==> src/rtl/evt_pkg.sv <==
package evt_pkg;
   // register word addresses
   localparam int unsigned REG_CTRL  = 0;
   localparam int unsigned REG_LOAD  = 1;
   localparam int unsigned REG_COUNT = 2;
   localparam int unsigned REG_IEN   = 3;
   localparam int unsigned REG_STAT  = 4;
   localparam int unsigned REG_PEND  = 5;

   // control field positions
   localparam int unsigned CTRL_RUN_BIT    = 0;
   localparam int unsigned CTRL_RELOAD_BIT = 1;

   // destination of a posted write
   typedef enum logic [1:0] {
      TGT_CTRL  = 2'd0,
      TGT_LOAD  = 2'd1,
      TGT_COUNT = 2'd2
   } post_tgt_e;
endpackage

==> src/rtl/evt_post_pipe.sv <==
module evt_post_pipe
   import evt_pkg::*;
#(
   parameter int unsigned WIDTH = 32,
   parameter int unsigned DEPTH = 3
) (
   input  logic             clk_i,
   input  logic             rst_ni,
   input  logic             in_vld_i,
   input  post_tgt_e        in_tgt_i,
   input  logic [WIDTH-1:0] in_dat_i,
   output logic             cm_vld_o,
   output post_tgt_e        cm_tgt_o,
   output logic [WIDTH-1:0] cm_dat_o,
   output logic             pend_o
);
   localparam int unsigned LAST = DEPTH - 1;

   logic [DEPTH-1:0] vld_q;
   post_tgt_e        tgt_q [DEPTH];
   logic [WIDTH-1:0] dat_q [DEPTH];

   generate
      if (DEPTH < 1) begin : g_bad_depth
         $error("evt_post_pipe: DEPTH must be at least 1");
      end
      for (genvar g = 0; g < DEPTH; g++) begin : g_stage
         if (g == 0) begin : g_head
            always_ff @(posedge clk_i or negedge rst_ni) begin
               if (!rst_ni) begin
                  vld_q[g] <= 1'b0;
                  tgt_q[g] <= TGT_CTRL;
                  dat_q[g] <= '0;
               end else begin
                  vld_q[g] <= in_vld_i;
                  tgt_q[g] <= in_tgt_i;
                  dat_q[g] <= in_dat_i;
               end
            end
         end else begin : g_body
            always_ff @(posedge clk_i or negedge rst_ni) begin
               if (!rst_ni) begin
                  vld_q[g] <= 1'b0;
                  tgt_q[g] <= TGT_CTRL;
                  dat_q[g] <= '0;
               end else begin
                  vld_q[g] <= vld_q[g-1];
                  tgt_q[g] <= tgt_q[g-1];
                  dat_q[g] <= dat_q[g-1];
               end
            end
         end
      end
   endgenerate

   assign cm_vld_o = vld_q[LAST];
   assign cm_tgt_o = tgt_q[LAST];
   assign cm_dat_o = dat_q[LAST];
   assign pend_o   = |vld_q;

   // the pending flag only drops after a write has left the pipe
   assert_pend_drop_R2: assert property (@(posedge clk_i) disable iff (!rst_ni)
      $fell(pend_o) |-> $past(cm_vld_o));
   // an accepted write always makes the pipe report pending
   assert_pend_rise_R2: assert property (@(posedge clk_i) disable iff (!rst_ni)
      in_vld_i |=> pend_o);
endmodule

==> src/rtl/evt_counter.sv <==
module evt_counter
   import evt_pkg::*;
#(
   parameter int unsigned WIDTH = 32
) (
   input  logic             clk_i,
   input  logic             rst_ni,
   input  logic             cm_vld_i,
   input  post_tgt_e        cm_tgt_i,
   input  logic [WIDTH-1:0] cm_dat_i,
   output logic [WIDTH-1:0] cnt_o,
   output logic [WIDTH-1:0] load_o,
   output logic             run_o,
   output logic             reload_o,
   output logic             ovf_o
);
   localparam logic [WIDTH-1:0] ALL_ONES = '1;

   logic [WIDTH-1:0] cnt_q, load_q;
   logic             run_q, reload_q;
   logic             wr_cnt, wr_load, wr_ctrl, wrap;

   assign wr_cnt  = cm_vld_i && (cm_tgt_i == TGT_COUNT);
   assign wr_load = cm_vld_i && (cm_tgt_i == TGT_LOAD);
   assign wr_ctrl = cm_vld_i && (cm_tgt_i == TGT_CTRL);
   assign wrap    = run_q && (cnt_q == ALL_ONES);

   always_ff @(posedge clk_i or negedge rst_ni) begin
      if (!rst_ni) begin
         cnt_q <= '0;
      end else if (wr_cnt) begin
         cnt_q <= cm_dat_i;
      end else if (wrap) begin
         cnt_q <= reload_q ? load_q : '0;
      end else if (run_q) begin
         cnt_q <= cnt_q + 1'b1;
      end
   end

   always_ff @(posedge clk_i or negedge rst_ni) begin
      if (!rst_ni) begin
         load_q <= '0;
      end else if (wr_load) begin
         load_q <= cm_dat_i;
      end
   end

   always_ff @(posedge clk_i or negedge rst_ni) begin
      if (!rst_ni) begin
         run_q    <= 1'b0;
         reload_q <= 1'b0;
      end else if (wr_ctrl) begin
         run_q    <= cm_dat_i[CTRL_RUN_BIT];
         reload_q <= cm_dat_i[CTRL_RELOAD_BIT];
      end else if (wrap && !reload_q) begin
         run_q <= 1'b0;
      end
   end

   assign cnt_o    = cnt_q;
   assign load_o   = load_q;
   assign run_o    = run_q;
   assign reload_o = reload_q;
   assign ovf_o    = wrap;

   // counting steps by one
   assert_step_R3: assert property (@(posedge clk_i) disable iff (!rst_ni)
      (run_q && cnt_q != ALL_ONES && !wr_cnt) |=> cnt_q == $past(cnt_q) + 1'b1);
   // the value after a wrap depends on the mode
   assert_wrap_R5: assert property (@(posedge clk_i) disable iff (!rst_ni)
      (wrap && !wr_cnt) |=> cnt_q == ($past(reload_q) ? $past(load_q) : '0));
   // one-shot expiry stops the timer
   assert_oneshot_R6: assert property (@(posedge clk_i) disable iff (!rst_ni)
      (wrap && !reload_q && !wr_ctrl) |=> !run_q);
   // a stopped counter holds its value
   assert_hold_R7: assert property (@(posedge clk_i) disable iff (!rst_ni)
      (!run_q && !wr_cnt) |=> $stable(cnt_q));
   // a reload-value commit leaves a stopped counter alone
   assert_load_only_R10: assert property (@(posedge clk_i) disable iff (!rst_ni)
      (wr_load && !run_q) |=> $stable(cnt_q));
endmodule

==> src/rtl/evt_irq.sv <==
module evt_irq (
   input  logic clk_i,
   input  logic rst_ni,
   input  logic ovf_i,
   input  logic ien_wr_i,
   input  logic stat_wr_i,
   input  logic wbit_i,
   output logic ien_o,
   output logic stat_o,
   output logic irq_o
);
   logic ien_q, stat_q;

   always_ff @(posedge clk_i or negedge rst_ni) begin
      if (!rst_ni) begin
         ien_q <= 1'b0;
      end else if (ien_wr_i) begin
         ien_q <= wbit_i;
      end
   end

   always_ff @(posedge clk_i or negedge rst_ni) begin
      if (!rst_ni) begin
         stat_q <= 1'b0;
      end else if (ovf_i) begin
         stat_q <= 1'b1;
      end else if (stat_wr_i && wbit_i) begin
         stat_q <= 1'b0;
      end
   end

   assign ien_o  = ien_q;
   assign stat_o = stat_q;
   assign irq_o  = stat_q & ien_q;

   // an overflow always leaves the flag set
   assert_set_R8: assert property (@(posedge clk_i) disable iff (!rst_ni)
      ovf_i |=> stat_o);
   // write-one clears, write-zero keeps
   assert_clr_R8: assert property (@(posedge clk_i) disable iff (!rst_ni)
      (stat_wr_i && wbit_i && !ovf_i) |=> !stat_o);
   assert_keep_R8: assert property (@(posedge clk_i) disable iff (!rst_ni)
      (stat_wr_i && !wbit_i && stat_o) |=> stat_o);
endmodule

==> src/rtl/evtimer_top.sv <==
module evtimer_top
   import evt_pkg::*;
#(
   parameter int unsigned WIDTH      = 32,
   parameter int unsigned SYNC_DEPTH = 3,
   parameter int unsigned ADDR_W     = 3
) (
   input  logic              clk_i,
   input  logic              rst_ni,
   input  logic              bus_sel_i,
   input  logic              bus_we_i,
   input  logic [ADDR_W-1:0] bus_addr_i,
   input  logic [WIDTH-1:0]  bus_wdata_i,
   output logic [WIDTH-1:0]  bus_rdata_o,
   output logic              irq_o
);
   localparam int unsigned NUM_REGS = REG_PEND + 1;

   generate
      if (WIDTH < 8) begin : g_bad_width
         $error("evtimer_top: WIDTH must be at least 8");
      end
      if ((1 << ADDR_W) < NUM_REGS) begin : g_bad_addr
         $error("evtimer_top: ADDR_W too narrow for the register map");
      end
   endgenerate

   logic             wr_en;
   logic             post_vld;
   post_tgt_e        post_tgt;
   logic             cm_vld;
   post_tgt_e        cm_tgt;
   logic [WIDTH-1:0] cm_dat;
   logic             pend;
   logic [WIDTH-1:0] cnt, load;
   logic             run, reload, ovf;
   logic             ien, stat;
   logic             ien_wr, stat_wr;

   assign wr_en   = bus_sel_i && bus_we_i;
   assign ien_wr  = wr_en && (bus_addr_i == ADDR_W'(REG_IEN));
   assign stat_wr = wr_en && (bus_addr_i == ADDR_W'(REG_STAT));

   always_comb begin
      post_vld = 1'b0;
      post_tgt = TGT_CTRL;
      if (wr_en) begin
         if (bus_addr_i == ADDR_W'(REG_CTRL)) begin
            post_vld = 1'b1;
            post_tgt = TGT_CTRL;
         end else if (bus_addr_i == ADDR_W'(REG_LOAD)) begin
            post_vld = 1'b1;
            post_tgt = TGT_LOAD;
         end else if (bus_addr_i == ADDR_W'(REG_COUNT)) begin
            post_vld = 1'b1;
            post_tgt = TGT_COUNT;
         end
      end
   end

   evt_post_pipe #(.WIDTH(WIDTH), .DEPTH(SYNC_DEPTH)) u_pipe (
      .clk_i    (clk_i),
      .rst_ni   (rst_ni),
      .in_vld_i (post_vld),
      .in_tgt_i (post_tgt),
      .in_dat_i (bus_wdata_i),
      .cm_vld_o (cm_vld),
      .cm_tgt_o (cm_tgt),
      .cm_dat_o (cm_dat),
      .pend_o   (pend)
   );

   evt_counter #(.WIDTH(WIDTH)) u_cnt (
      .clk_i    (clk_i),
      .rst_ni   (rst_ni),
      .cm_vld_i (cm_vld),
      .cm_tgt_i (cm_tgt),
      .cm_dat_i (cm_dat),
      .cnt_o    (cnt),
      .load_o   (load),
      .run_o    (run),
      .reload_o (reload),
      .ovf_o    (ovf)
   );

   evt_irq u_irq (
      .clk_i     (clk_i),
      .rst_ni    (rst_ni),
      .ovf_i     (ovf),
      .ien_wr_i  (ien_wr),
      .stat_wr_i (stat_wr),
      .wbit_i    (bus_wdata_i[0]),
      .ien_o     (ien),
      .stat_o    (stat),
      .irq_o     (irq_o)
   );

   always_comb begin
      bus_rdata_o = '0;
      if (bus_addr_i == ADDR_W'(REG_CTRL)) begin
         bus_rdata_o[CTRL_RUN_BIT]    = run;
         bus_rdata_o[CTRL_RELOAD_BIT] = reload;
      end else if (bus_addr_i == ADDR_W'(REG_LOAD)) begin
         bus_rdata_o = load;
      end else if (bus_addr_i == ADDR_W'(REG_COUNT)) begin
         bus_rdata_o = cnt;
      end else if (bus_addr_i == ADDR_W'(REG_IEN)) begin
         bus_rdata_o[0] = ien;
      end else if (bus_addr_i == ADDR_W'(REG_STAT)) begin
         bus_rdata_o[0] = stat;
      end else if (bus_addr_i == ADDR_W'(REG_PEND)) begin
         bus_rdata_o[0] = pend;
      end
   end

   // the request never fires while masked or without a pending event
   assert_irq_gate_R9: assert property (@(posedge clk_i) disable iff (!rst_ni)
      irq_o |-> (ien && stat));
endmodule

==> config.mk <==
export PLATFORM = sky130hd
export DESIGN_NAME = evtimer_top
export DESIGN_NICKNAME = d
export VERILOG_FILES = /design/src/rtl/evt_pkg.sv /design/src/rtl/evt_post_pipe.sv /design/src/rtl/evt_counter.sv /design/src/rtl/evt_irq.sv /design/src/rtl/evtimer_top.sv
export SDC_FILE = /design/constraint.sdc
export NUM_CORES = 1
export LEC_CHECK = 0
export BUFFER_PORTS_ARGS = -buffer_cell sky130_fd_sc_hd__buf_2
export CAP_MARGIN = 20
export CORE_MARGIN = 2
export CORE_UTILIZATION = 52
export CTS_CLUSTER_DIAMETER = 60
export DETAILED_ROUTE_END_ITERATION = 8
export PLACE_DENSITY = 0.72
export SYNTH_ARGS = -nofsm -noshare
export SYNTH_HDL_FRONTEND = slang
export SYNTH_SLANG_ARGS = --single-unit
==> constraint.sdc <==
create_clock -name clk_i -period 2.4 [get_ports clk_i]
set_input_delay 0.24 -clock clk_i [delete_from_list [all_inputs] [get_ports clk_i]]
set_output_delay 0.24 -clock clk_i [all_outputs]
set_load 0.005 [all_outputs]
==> summary.txt <==
Global routing
  – First-pass GRT wire length: 24800 µm
  – Total grt overflow: 0
  – Vias in the first global route: 4913
  – Pin count of the biggest net entering global routing: 59
  – GRT Overall Usage: 0.228
  – Antenna violations before repair: 0

Placed design
  – Final GP Congestion: 0.869
  – Port Buf Inserts: 71
  – Detailed Place HPWL: 9410 µm
  – Placed cell area: 7400 µm²

Floorplanning
  – Site row count: 41
  – Die height: 118 µm
  – Core area: 12600 µm²
  – DIE AREA: 13800 µm²
  – Total I/O pin count: 72
  – Starting Density: 0.532
  – Die width: 118 µm

Logic synthesis
  – Syn_nets: 570
  – Count of cell types in the netlist: 46
  – Synthesized area: 6720 µm²
  – Syn_area_per_cell: 12.7 µm²
  – Post-synth ARST share: 1.00
  – Seq/Total Area, Yosys: 0.645
  – Share of the synthesized area in the top cell type: 0.645
  – Yosys warns: 0
  – EDFF count, synth: 0
  – Leading area contributor after synthesis: dfrtp_1
  – Top post-synthesis cells by area: dfrtp_1 64%, mux2_2 5.9%, a22o_1 3.9%
  – Post-synth top flop: dfrtp_1
  – Synth Instances: 530
  – FF+latch count, synth: 173

Pwr
  – Peak VDD IR: 0.000685 V
  – P_leak: 3.74 nW
  – Pwr dens: 906 nW/µm²

Timing
  – Peak Freq: 0.443 GHz
  – Tcrit/Tclk final: 0.942
  – Measured slew at the worst slew-check pin: 534 ps
  – Max Clock Skew: 8.02 ps
  – Worst slew margin relative to its limit: 0.644
  – Setup TNS: 0 ps
  – RSZ-0062 raised after global routing: false
  – Max-slew violations: 0
  – Final setup fails: 0
  – Final Hold Viols: 0
  – Final min period: 2260 ps

Route
  – WL final: 14700 µm
  – Via count: 4739
  – Residual DRC: 0
  – Per-cell routed wire length: 17.7 µm
  – Vias/cell: 5.70
  – DR pass1 iterations: 5
  – Detail Route Antenna Nets: 0
  – Number of DRC markers in iteration 0: 383

Layout
  – Post-route cell area: 8350 µm²
  – Core Util, Final: 0.661
  – Synthesis-to-layout area growth: 24.3%
  – Ratio of cells with drive above 1 in the final layout: 0.259
  – Nets: 686
  – Filler Cells Inserted: 978
  – Antenna Cells: 0

Clock tree
  – CTS Sinks: 173
  – Max Root-Sink Buffers: 2
  – Post-CTS sizing: 0
  – Clock-pin slew on the worst setup and hold paths: 70 ps
  – Htree depth: 4
  – Skew-Pair Late Insertion Delay: 430 ps
  – CTS tree: built
  – Number of CTS-inserted buffers: 17
  – Clock Tree Root: clkbuf_16

Worst setup path
  – WP data required: 2680 ps
  – CP endpoint kind: flop
  – Worst-path fanout max: 11
  – Crit path DAT: 2540 ps
  – WS Path Type: flop to flop
  – CP Launch Type: flop
  – Crit path launch: u_cnt.cnt_o[1]$_DFFE_PN0P_
  – FF-to-FF Start: u_cnt.cnt_o[1]$_DFFE_PN0P_

Status
  – Status: completed

Worst hold path
  – Hold crit path type: primary input to flop
  – Hold_sp: bus_we_i

Run
  – Max_cap viols: 0
## final timing paths
path	cells past startpoint	slack, ps	end
max in group asynchronous	3	1290	u_pipe.cm_dat_o[30]$_DFF_PN0_
worst min-delay path	2	110	u_pipe.tgt_q[4]$_DFF_PN0_
min in group asynchronous	2	350	u_cnt.load_o[26]$_DFFE_PN0P_
worst max register to register	6	140	u_cnt.cnt_o[29]$_DFFE_PN0P_
worst min register to register	0	350	u_pipe.cm_dat_o[3]$_DFF_PN0_
worst max-delay path	6	140	u_cnt.cnt_o[29]$_DFFE_PN0P_
## metal layers
metal,wire length [µm],GRT usage,up-vias
met5,0,0,-
met4,257,0.0821,0
met3,762,0.0601,26
met2,7360,0.364,147
met1,6360,0.303,2406
li1,-,-,2160
## critical path, cell delays in order (launching register included)
cell,delay (ps)
dfrtp_1,390
ha_1,200
nand2_1,70
or3_1,410
or4_4,620
nand2_2,250
o221ai_1,170
## report_power, final
part	leakage (nW)	switching (mW)	internal, mW
clock	0.303	1.20	1.63
sequential	2.11	0.385	3.25
combinational	1.33	0.538	0.547
total	3.74	2.12	5.44
## cell usage in the layout, fill, tap and decap left out, types with 4 or more instances in the layout
master         instances
and2_1                 4
o21ai_0               13
dlygate4sd3_1         33
o221ai_1              10
a211oi_1               5
clkbuf_16             17
dfrtp_1              173
nor2_1                15
nand2_1               28
xnor2_1                5
buf_2                 70
inv_1                 13
nor3b_1               17
a22o_1                30
inv_6                  5
buf_4                 22
o211ai_1               5
inv_8                  4
mux2_2                35
a31oi_1                5
xor2_1                19
a21oi_1               22
nor3_1                16
nand4_1               10
and3_1                 8
or3_1                 11
nor4_1                 4
nand3_1               22
## state kept, by name (all words and copies together) (netlist names)
| signal | count |
|---|---|
| u_pipe.cm_vld_o | 1 |
| u_irq.stat_o | 1 |
| u_pipe.vld_q | 2 |
| u_pipe.cm_dat_o | 32 |
| u_pipe.tgt_q | 4 |
| u_cnt.load_o | 32 |
| u_pipe.dat_q | 64 |
| u_cnt.cnt_o | 32 |
| u_cnt.reload_o | 1 |
| u_cnt.run_o | 1 |
| u_pipe.cm_tgt_o | 2 |
| u_irq.ien_o | 1 |
## synthesized netlist by cell type, types with 5 or more instances
cell	instances
a211oi_1	5
nor3b_1	18
xor2_1	19
nand4_1	10
clkbuf_1	26
dfrtp_1	173
nand2_1	28
or3_1	11
nor2_1	15
nor3_1	17
o211ai_1	5
nand3_1	22
a22o_1	30
o221ai_1	10
a21oi_1	22
xnor2_1	5
and3_1	8
mux2_2	35
o21ai_0	13
inv_1	13
a31oi_1	5
## area by class of cell
type / instances / area, µm² / area share
clock buffer: 19 / 453 / 0.0543
clock inverter: 13 / 165 / 0.0198
inverter: 13 / 48.8 / 0.00585
multi-input combinational: 312 / 2220 / 0.266
sequential: 173 / 4330 / 0.519
tap: 172 / 215 / 0.0258
timing repair buffer: 129 / 917 / 0.110
## cells by family after synthesis
kind of cell,synth area share
xor+xnor,0.0313
simple gates,0.122
compound gates,0.110
buf+inv,0.0268
mux,0.0635
flops,0.645
fa+ha+maj,0.00186
## per-stage QoR
stage / hold WS, ps / power (mW) / setup WS [ps] / instances
3_5_place_dp: 246 / 4.71 / 170 / 766
2_1_floorplan: -55.6 / 4.27 / 127 / 530
5_1_grt: 96.7 / 7.91 / 3.66 / 831
3_3_place_gp: 239 / 4.65 / 218 / 766
4_1_cts: 87.2 / 7.61 / 131 / 831
6_report: 105 / 7.56 / 140 / 831
## what timing repair did
action | in CTS | in global routing
hold buffers | 33 | 0
endpoints found under the hold margin | 87 | 0
setup buffers | 0 | 0
No activity file was read; power rests on OpenSTA's default activity.
